### src/rtl/csa_pkg.sv
package csa_pkg;
  localparam int unsigned CSA_DEF_WIDTH = 32;
  localparam int unsigned CSA_DEF_SEG   = 4;

  typedef struct packed {
    logic carry;
    logic sel;
  } csa_link_t;

  function automatic int unsigned csa_seg_count(input int unsigned width,
                                                input int unsigned seg);
    return width / seg;
  endfunction
endpackage

### src/rtl/csa_ripple_seg.sv
module csa_ripple_seg #(
  parameter int unsigned K = 4
) (
  input  logic [K-1:0] x,
  input  logic [K-1:0] y,
  input  logic         ci,
  output logic [K-1:0] s,
  output logic         co
);
  logic [K:0] chain;

  assign chain[0] = ci;

  for (genvar i = 0; i < K; i++) begin : g_bit
    assign s[i]       = x[i] ^ y[i] ^ chain[i];
    assign chain[i+1] = (x[i] & y[i]) | (x[i] & chain[i]) | (y[i] & chain[i]);
  end

  assign co = chain[K];

  always_comb begin
    AST_RIPPLE_SUM: assert ({co, s} == ({1'b0, x} + {1'b0, y} + {{K{1'b0}}, ci}));
  end
endmodule

### src/rtl/csa_select_seg.sv
module csa_select_seg #(
  parameter int unsigned K = 4
) (
  input  logic [K-1:0] x,
  input  logic [K-1:0] y,
  input  logic         sel,
  output logic [K-1:0] s,
  output logic         co
);
  logic [K-1:0] s_nc, s_wc;
  logic         co_nc, co_wc;

  csa_ripple_seg #(.K(K)) u_no_carry (
    .x(x), .y(y), .ci(1'b0), .s(s_nc), .co(co_nc)
  );

  csa_ripple_seg #(.K(K)) u_with_carry (
    .x(x), .y(y), .ci(1'b1), .s(s_wc), .co(co_wc)
  );

  always_comb begin
    if (sel) begin
      s  = s_wc;
      co = co_wc;
    end else begin
      s  = s_nc;
      co = co_nc;
    end
  end

  always_comb begin
    AST_COPY_GAP: assert ({co_wc, s_wc} == ({co_nc, s_nc} + 1'b1));
    AST_NC_CARRY_IMPLIES_WC: assert (!co_nc || co_wc);
  end
endmodule

### src/rtl/csa_adder_top.sv
module csa_adder_top
  import csa_pkg::*;
#(
  parameter int unsigned N = CSA_DEF_WIDTH,
  parameter int unsigned K = CSA_DEF_SEG
) (
  input  logic [N-1:0] a,
  input  logic [N-1:0] b,
  input  logic         cin,
  output logic [N-1:0] sum,
  output logic         cout
);
  localparam int unsigned SEGS = csa_seg_count(N, K);

  if ((N % K) != 0 || K == 0) begin : g_bad_split
    $error("csa_adder_top: width must be a whole multiple of the slice size");
  end

  logic [SEGS:0] seg_c;

  assign seg_c[0] = cin;

  for (genvar j = 0; j < SEGS; j++) begin : g_seg
    if (j == 0) begin : g_base
      csa_ripple_seg #(.K(K)) u_base (
        .x(a[K-1:0]), .y(b[K-1:0]), .ci(seg_c[0]),
        .s(sum[K-1:0]), .co(seg_c[1])
      );
    end else begin : g_spec
      csa_select_seg #(.K(K)) u_spec (
        .x(a[j*K +: K]), .y(b[j*K +: K]), .sel(seg_c[j]),
        .s(sum[j*K +: K]), .co(seg_c[j+1])
      );
    end
  end

  assign cout = seg_c[SEGS];

  always_comb begin
    AST_BASE_TAKES_CIN: assert (!((a[K-1:0] == '0) && (b[K-1:0] == '0)) || (sum[0] == cin));
    AST_FULL_CHAIN: assert (!((&(a ^ b)) && cin) || ((sum == '0) && cout));
    AST_TOP_CARRY: assert (!(a[N-1] && b[N-1]) || cout);
  end
endmodule

### config.mk
export PLATFORM = sky130hd
export DESIGN_NAME = csa_adder_top
export DESIGN_NICKNAME = d
export VERILOG_FILES = /design/src/rtl/csa_pkg.sv /design/src/rtl/csa_ripple_seg.sv /design/src/rtl/csa_select_seg.sv /design/src/rtl/csa_adder_top.sv
export SDC_FILE = /design/constraint.sdc
export NUM_CORES = 1
export LEC_CHECK = 0
export BUFFER_PORTS_ARGS = -buffer_cell sky130_fd_sc_hd__buf_4
export CAP_MARGIN = 10
export CORE_AREA = 5 5 70 72
export DETAILED_ROUTE_END_ITERATION = 10
export DIE_AREA = 0 0 75 77
export GPL_TIMING_DRIVEN = 0
export PLACE_DENSITY = 0.89
export SYNTH_ARGS = -nofsm -noshare
export SYNTH_HDL_FRONTEND = slang
export SYNTH_HIERARCHICAL = 1
export SYNTH_SLANG_ARGS = --single-unit
### constraint.sdc
create_clock -name vclk -period 14.2
set_input_delay 2.13 -clock vclk [all_inputs]
set_output_delay 2.13 -clock vclk [all_outputs]
set_load 0.05 [all_outputs]
# After elaboration in Yosys (flattened, before gate mapping)
# Cells that the tools add are included.
# totals
output_inout_bits	33
elab_cells	329
memories	0
mem_bits_rw	0
register_bits	0
rom_bits	0
latch_bits	0
# op_classes
order_cmp	0
bitwise	315
n_eq_ne	0
mul	0
addsub	0
n_reduce_logical	0
div_mod_pow	0
shifts	0
mux	14
# op_table
cell	count
bitwise AND 1 bit	124
bitwise OR 1 bit	106
XOR 1 bit	78
two-way mux 4 bit	7
two-way mux 1 bit	7
NOT 1 bit	7

# Logic depth before layout (Yosys ltp)
# depth
word_depth	19
mapped_depth	15
ltp_nobuf	15

# By module
# The synthesis kept the hierarchy.
# by_module_without_submodules
module	cells_per_inst	seq_area_each_um2	area_per_inst_um2	instances
csa_ripple_seg	14	0.0	117.6	15
csa_select_seg	7	0.0	63.8	7

# Worst setup path after synthesis
# Ideal clock, no wire load.
# synth_timing
kind	input-to-output
from	in b[0]
to	out cout
setup_slack_ns	6.095
path_buffers	0
arrival_ns	5.975
cell_stages	15
cell_sequence	inv_1 > fa_1 > inv_1 > fa_1 > fa_1 > inv_1 > fa_1 > inv_1 > mux2_2 > mux2_2 > mux2_2 > mux2_2 > mux2_2 > mux2_2 > mux2_2
# synth_via
elab_chain_len	19
# synth_rtl
element	line_no	source
start, declared	csa_adder_top.sv:8	input logic [N-1:0] b,
bitwise AND 1 bit	csa_ripple_seg.sv:16	assign chain[i+1] = (x[i] & y[i]) | (x[i] & chain[i]) | (y[i] & chain[i]);
bitwise OR 1 bit	csa_ripple_seg.sv:16	
bitwise OR 1 bit *	csa_ripple_seg.sv:16	
bitwise AND 1 bit	csa_ripple_seg.sv:16	
bitwise OR 1 bit	csa_ripple_seg.sv:16	
bitwise OR 1 bit *	csa_ripple_seg.sv:16	
bitwise AND 1 bit	csa_ripple_seg.sv:16	
bitwise OR 1 bit	csa_ripple_seg.sv:16	
(+4 left out)	-	
net seg_c[1]	csa_adder_top.sv:19	logic [SEGS:0] seg_c;
(+1 left out)	-	
net seg_c[2]	csa_adder_top.sv:19	
(+1 left out)	-	
net seg_c[3]	csa_adder_top.sv:19	
(+1 left out)	-	
net seg_c[4]	csa_adder_top.sv:19	
two-way mux 1 bit *	csa_select_seg.sv:22	if (sel) begin
net seg_c[5]	csa_adder_top.sv:19	
two-way mux 1 bit *	csa_select_seg.sv:22	
net seg_c[6]	csa_adder_top.sv:19	
two-way mux 1 bit *	csa_select_seg.sv:22	
net seg_c[7]	csa_adder_top.sv:19	
two-way mux 1 bit *	csa_select_seg.sv:22	
end, declared	csa_adder_top.sv:11	output logic cout
# Mark *: on every way through the listed nets, which the timed path passes. The rest lies on a longest branch.

# Worst setup path after layout
# layout_timing
from	in b[0]
to	out sum[30]
# layout_via
elab_chain_len	19
# layout_rtl
element	line_no	source
bitwise AND 1 bit	csa_ripple_seg.sv:16	
bitwise OR 1 bit	csa_ripple_seg.sv:16	
bitwise OR 1 bit *	csa_ripple_seg.sv:16	
bitwise AND 1 bit	csa_ripple_seg.sv:16	
bitwise OR 1 bit	csa_ripple_seg.sv:16	
bitwise OR 1 bit *	csa_ripple_seg.sv:16	
bitwise AND 1 bit	csa_ripple_seg.sv:16	
bitwise OR 1 bit	csa_ripple_seg.sv:16	
(+4 left out)	-	
net seg_c[1]	csa_adder_top.sv:19	
(+1 left out)	-	
net seg_c[2]	csa_adder_top.sv:19	
(+1 left out)	-	
net seg_c[3]	csa_adder_top.sv:19	
(+1 left out)	-	
net seg_c[4]	csa_adder_top.sv:19	
two-way mux 1 bit *	csa_select_seg.sv:22	
net seg_c[5]	csa_adder_top.sv:19	
two-way mux 1 bit *	csa_select_seg.sv:22	
net seg_c[6]	csa_adder_top.sv:19	
two-way mux 1 bit *	csa_select_seg.sv:22	
net seg_c[7]	csa_adder_top.sv:19	
two-way mux 4 bit *	csa_select_seg.sv:22	
end, declared	csa_adder_top.sv:10	output logic [N-1:0] sum,
# Marks and branches as above.

==> impl_metrics.ini <==
[power]
combinationalPowerShare_pct = 100.0
p_sw_mw = 0.143
power_density_nw_per_um2 = 75.6
power_mw = 0.228
switching_share_pct = 62.8
p_clk_share_pct = 0
max-vdd-ir-drop_mv = 0.0493
p_leak_nw = 1.89
internal_power_mw = 0.0847
p_seq_share_pct = 0

[synth]
synthAdderAreaFrac_pct = 54.3
ys_types = 4
synth_top_cell_area_share_pct = 54.3
yosys.area.top_type = fa_1
synth_area_um2 = 2210
synth_simple_gate_area_share_pct = 0
synth-compound-area-share_pct = 0
synth_xor_area_share_pct = 0
synth_area_leaders = fa_1 54%, inv_1 25%, mux2_2 18%
yosys-mux-area-fraction_pct = 17.8
synth.most_common_cell = inv_1
ys_seq_area_share_pct = 0
synth_nets = 384
synthCells = 259
synth_warnings = 6
synth_top_family_by_area = adder cells
synthTopCellsByCount = 150 x inv_1, 60 x fa_1, 35 x mux2_2
avgSynthCellArea_um2 = 8.54

[worst_setup_path]
cp_common_cell = mux2_2
endpoint_kind = output pin
cp-start-kind = primary input
crit_required_ns = 12.07
cp_cell_sequence = buf_4, inv_1, fa_1, inv_1, fa_1, fa_1, inv_1, fa_1, inv_1, mux2_2, mux2_2, mux2_2, mux2_2, mux2_2, mux2_2, mux2_2, buf_4
arrival_ns = 6.48
cpPeakStageDelay_ns = 0.44
cp_top_family = multiplexers
cp_slowest_cell = mux2_2
critPathBufInv = 6
critPathMaxFanout = 5
crit_type = in2out

[sta]
finalCriticalPeriod_ns = 8.61
slew_violations = 0
setup_violations = 0
setup-tns-final_ns = 0
final_hold_viol_count = 0
rsz0062_at_grt = no
fmax_mhz = 116
finalCritPeriodShare_pct = 60.7

[route]
first_pass_iters = 4
antenna_left = 0
via_per_inst = 4.29
vias = 1756
detail_route.iter0.violations = 24
wl_per_cell_um = 11.1
remaining_drc_errors = 0
finalWirelength_um = 4520

[die]
die-area_um2 = 5780
core-area_um2 = 4230
die_h_um = 77
rows = 24
die_w_um = 75
initial_core_util_pct = 52.2
ios = 98

[clock_network]
post_cts_buffers = 0
cts_resized = 0
ctsHoldBuffers = 0

[global_routing]
grt_usage_pct = 16.6
grt_pass1_wl_um = 7840
antenna_found_initial = 0
grt_max_degree = 6
grt_pass1_vias = 1994
grt_overflow = 0

[cells_and_area]
clkbuf_count = 0
drive_gt1_share_pct = 37.3
syn_to_final_growth_pct = 36.2
fin_area_um2 = 3010
nets = 484
seqCellArea_um2 = 0
diodes = 0
design.seq.count = 0

[place]
dpl.hpwl_um = 4500
port-buffer-count = 98
placed_area_um2 = 3010
globalplace.congestion = 0.745

[worst_hold_path]
holdCritPathClass = in2out

[status]
run_status = finished, final reports clean

[flow_run]
drv_cap = 0
[power groups by stage]
stage | clock [mW] | combinational [mW] | sequential (mW)
after floorplan | 0 | 0.160 | 0
after detailed placement | 0 | 0.231 | 0
after CTS | 0 | 0.231 | 0
after global placement | 0 | 0.223 | 0
after global routing | 0 | 0.248 | 0
final | 0 | 0.228 | 0
[worst min-delay path, delay by kind of cell]
family | cells | cell delay (ns)
adders and majority gates | 1 | 0.15
buffers and inverters | 2 | 0.27
[final timing paths]
kind	slack, ns	start	endpoint	cells after the start
worst max-delay path	5.59	b[0]	sum[30]	17
worst min-delay path	4.68	a[1]	sum[1]	3
[per-stage QoR]
step	worst slack (ns)	utilization [%]	hold slack [ns]	instances
after CTS	5.55	71.1	4.68	409
after floorplan	6.10	-	4.64	259
after global placement	5.62	71.1	4.68	409
after global routing	5.39	71.1	4.69	409
final	5.59	71.1	4.68	409
after detailed placement	5.56	71.1	4.68	409
[layout by cell type (no fill, tap or decap)]
master | Yosys | layout
buf_4 | 0 | 98
conb_1 | 14 | 14
fa_1 | 60 | 60
inv_1 | 150 | 150
mux2_2 | 35 | 35
[routing by layer]
layer	up-vias	track usage [%]	share of wire, %
met4	0	0.534	0.31
met2	65	34.3	59
met1	859	16.8	29
li1	830	-	-
met3	2	3.53	12
met5	-	0	0
[cell type report]
| cell class | count | area (um^2) |
|---|---|---|
| fillers | 355 | 1220 |
| repair buffers | 98 | 736 |
| multi-input cells | 109 | 1650 |
| well taps | 52 | 65.1 |
| inverters | 150 | 563 |
[logic make-up (layout without fill, tap and decap cells)]
group | count (synthesis) | count (layout)
buffers and inverters | 150 | 248
other | 14 | 14
adders and majority gates | 60 | 60
muxes | 35 | 35
(Power assumes the default switching activity.)
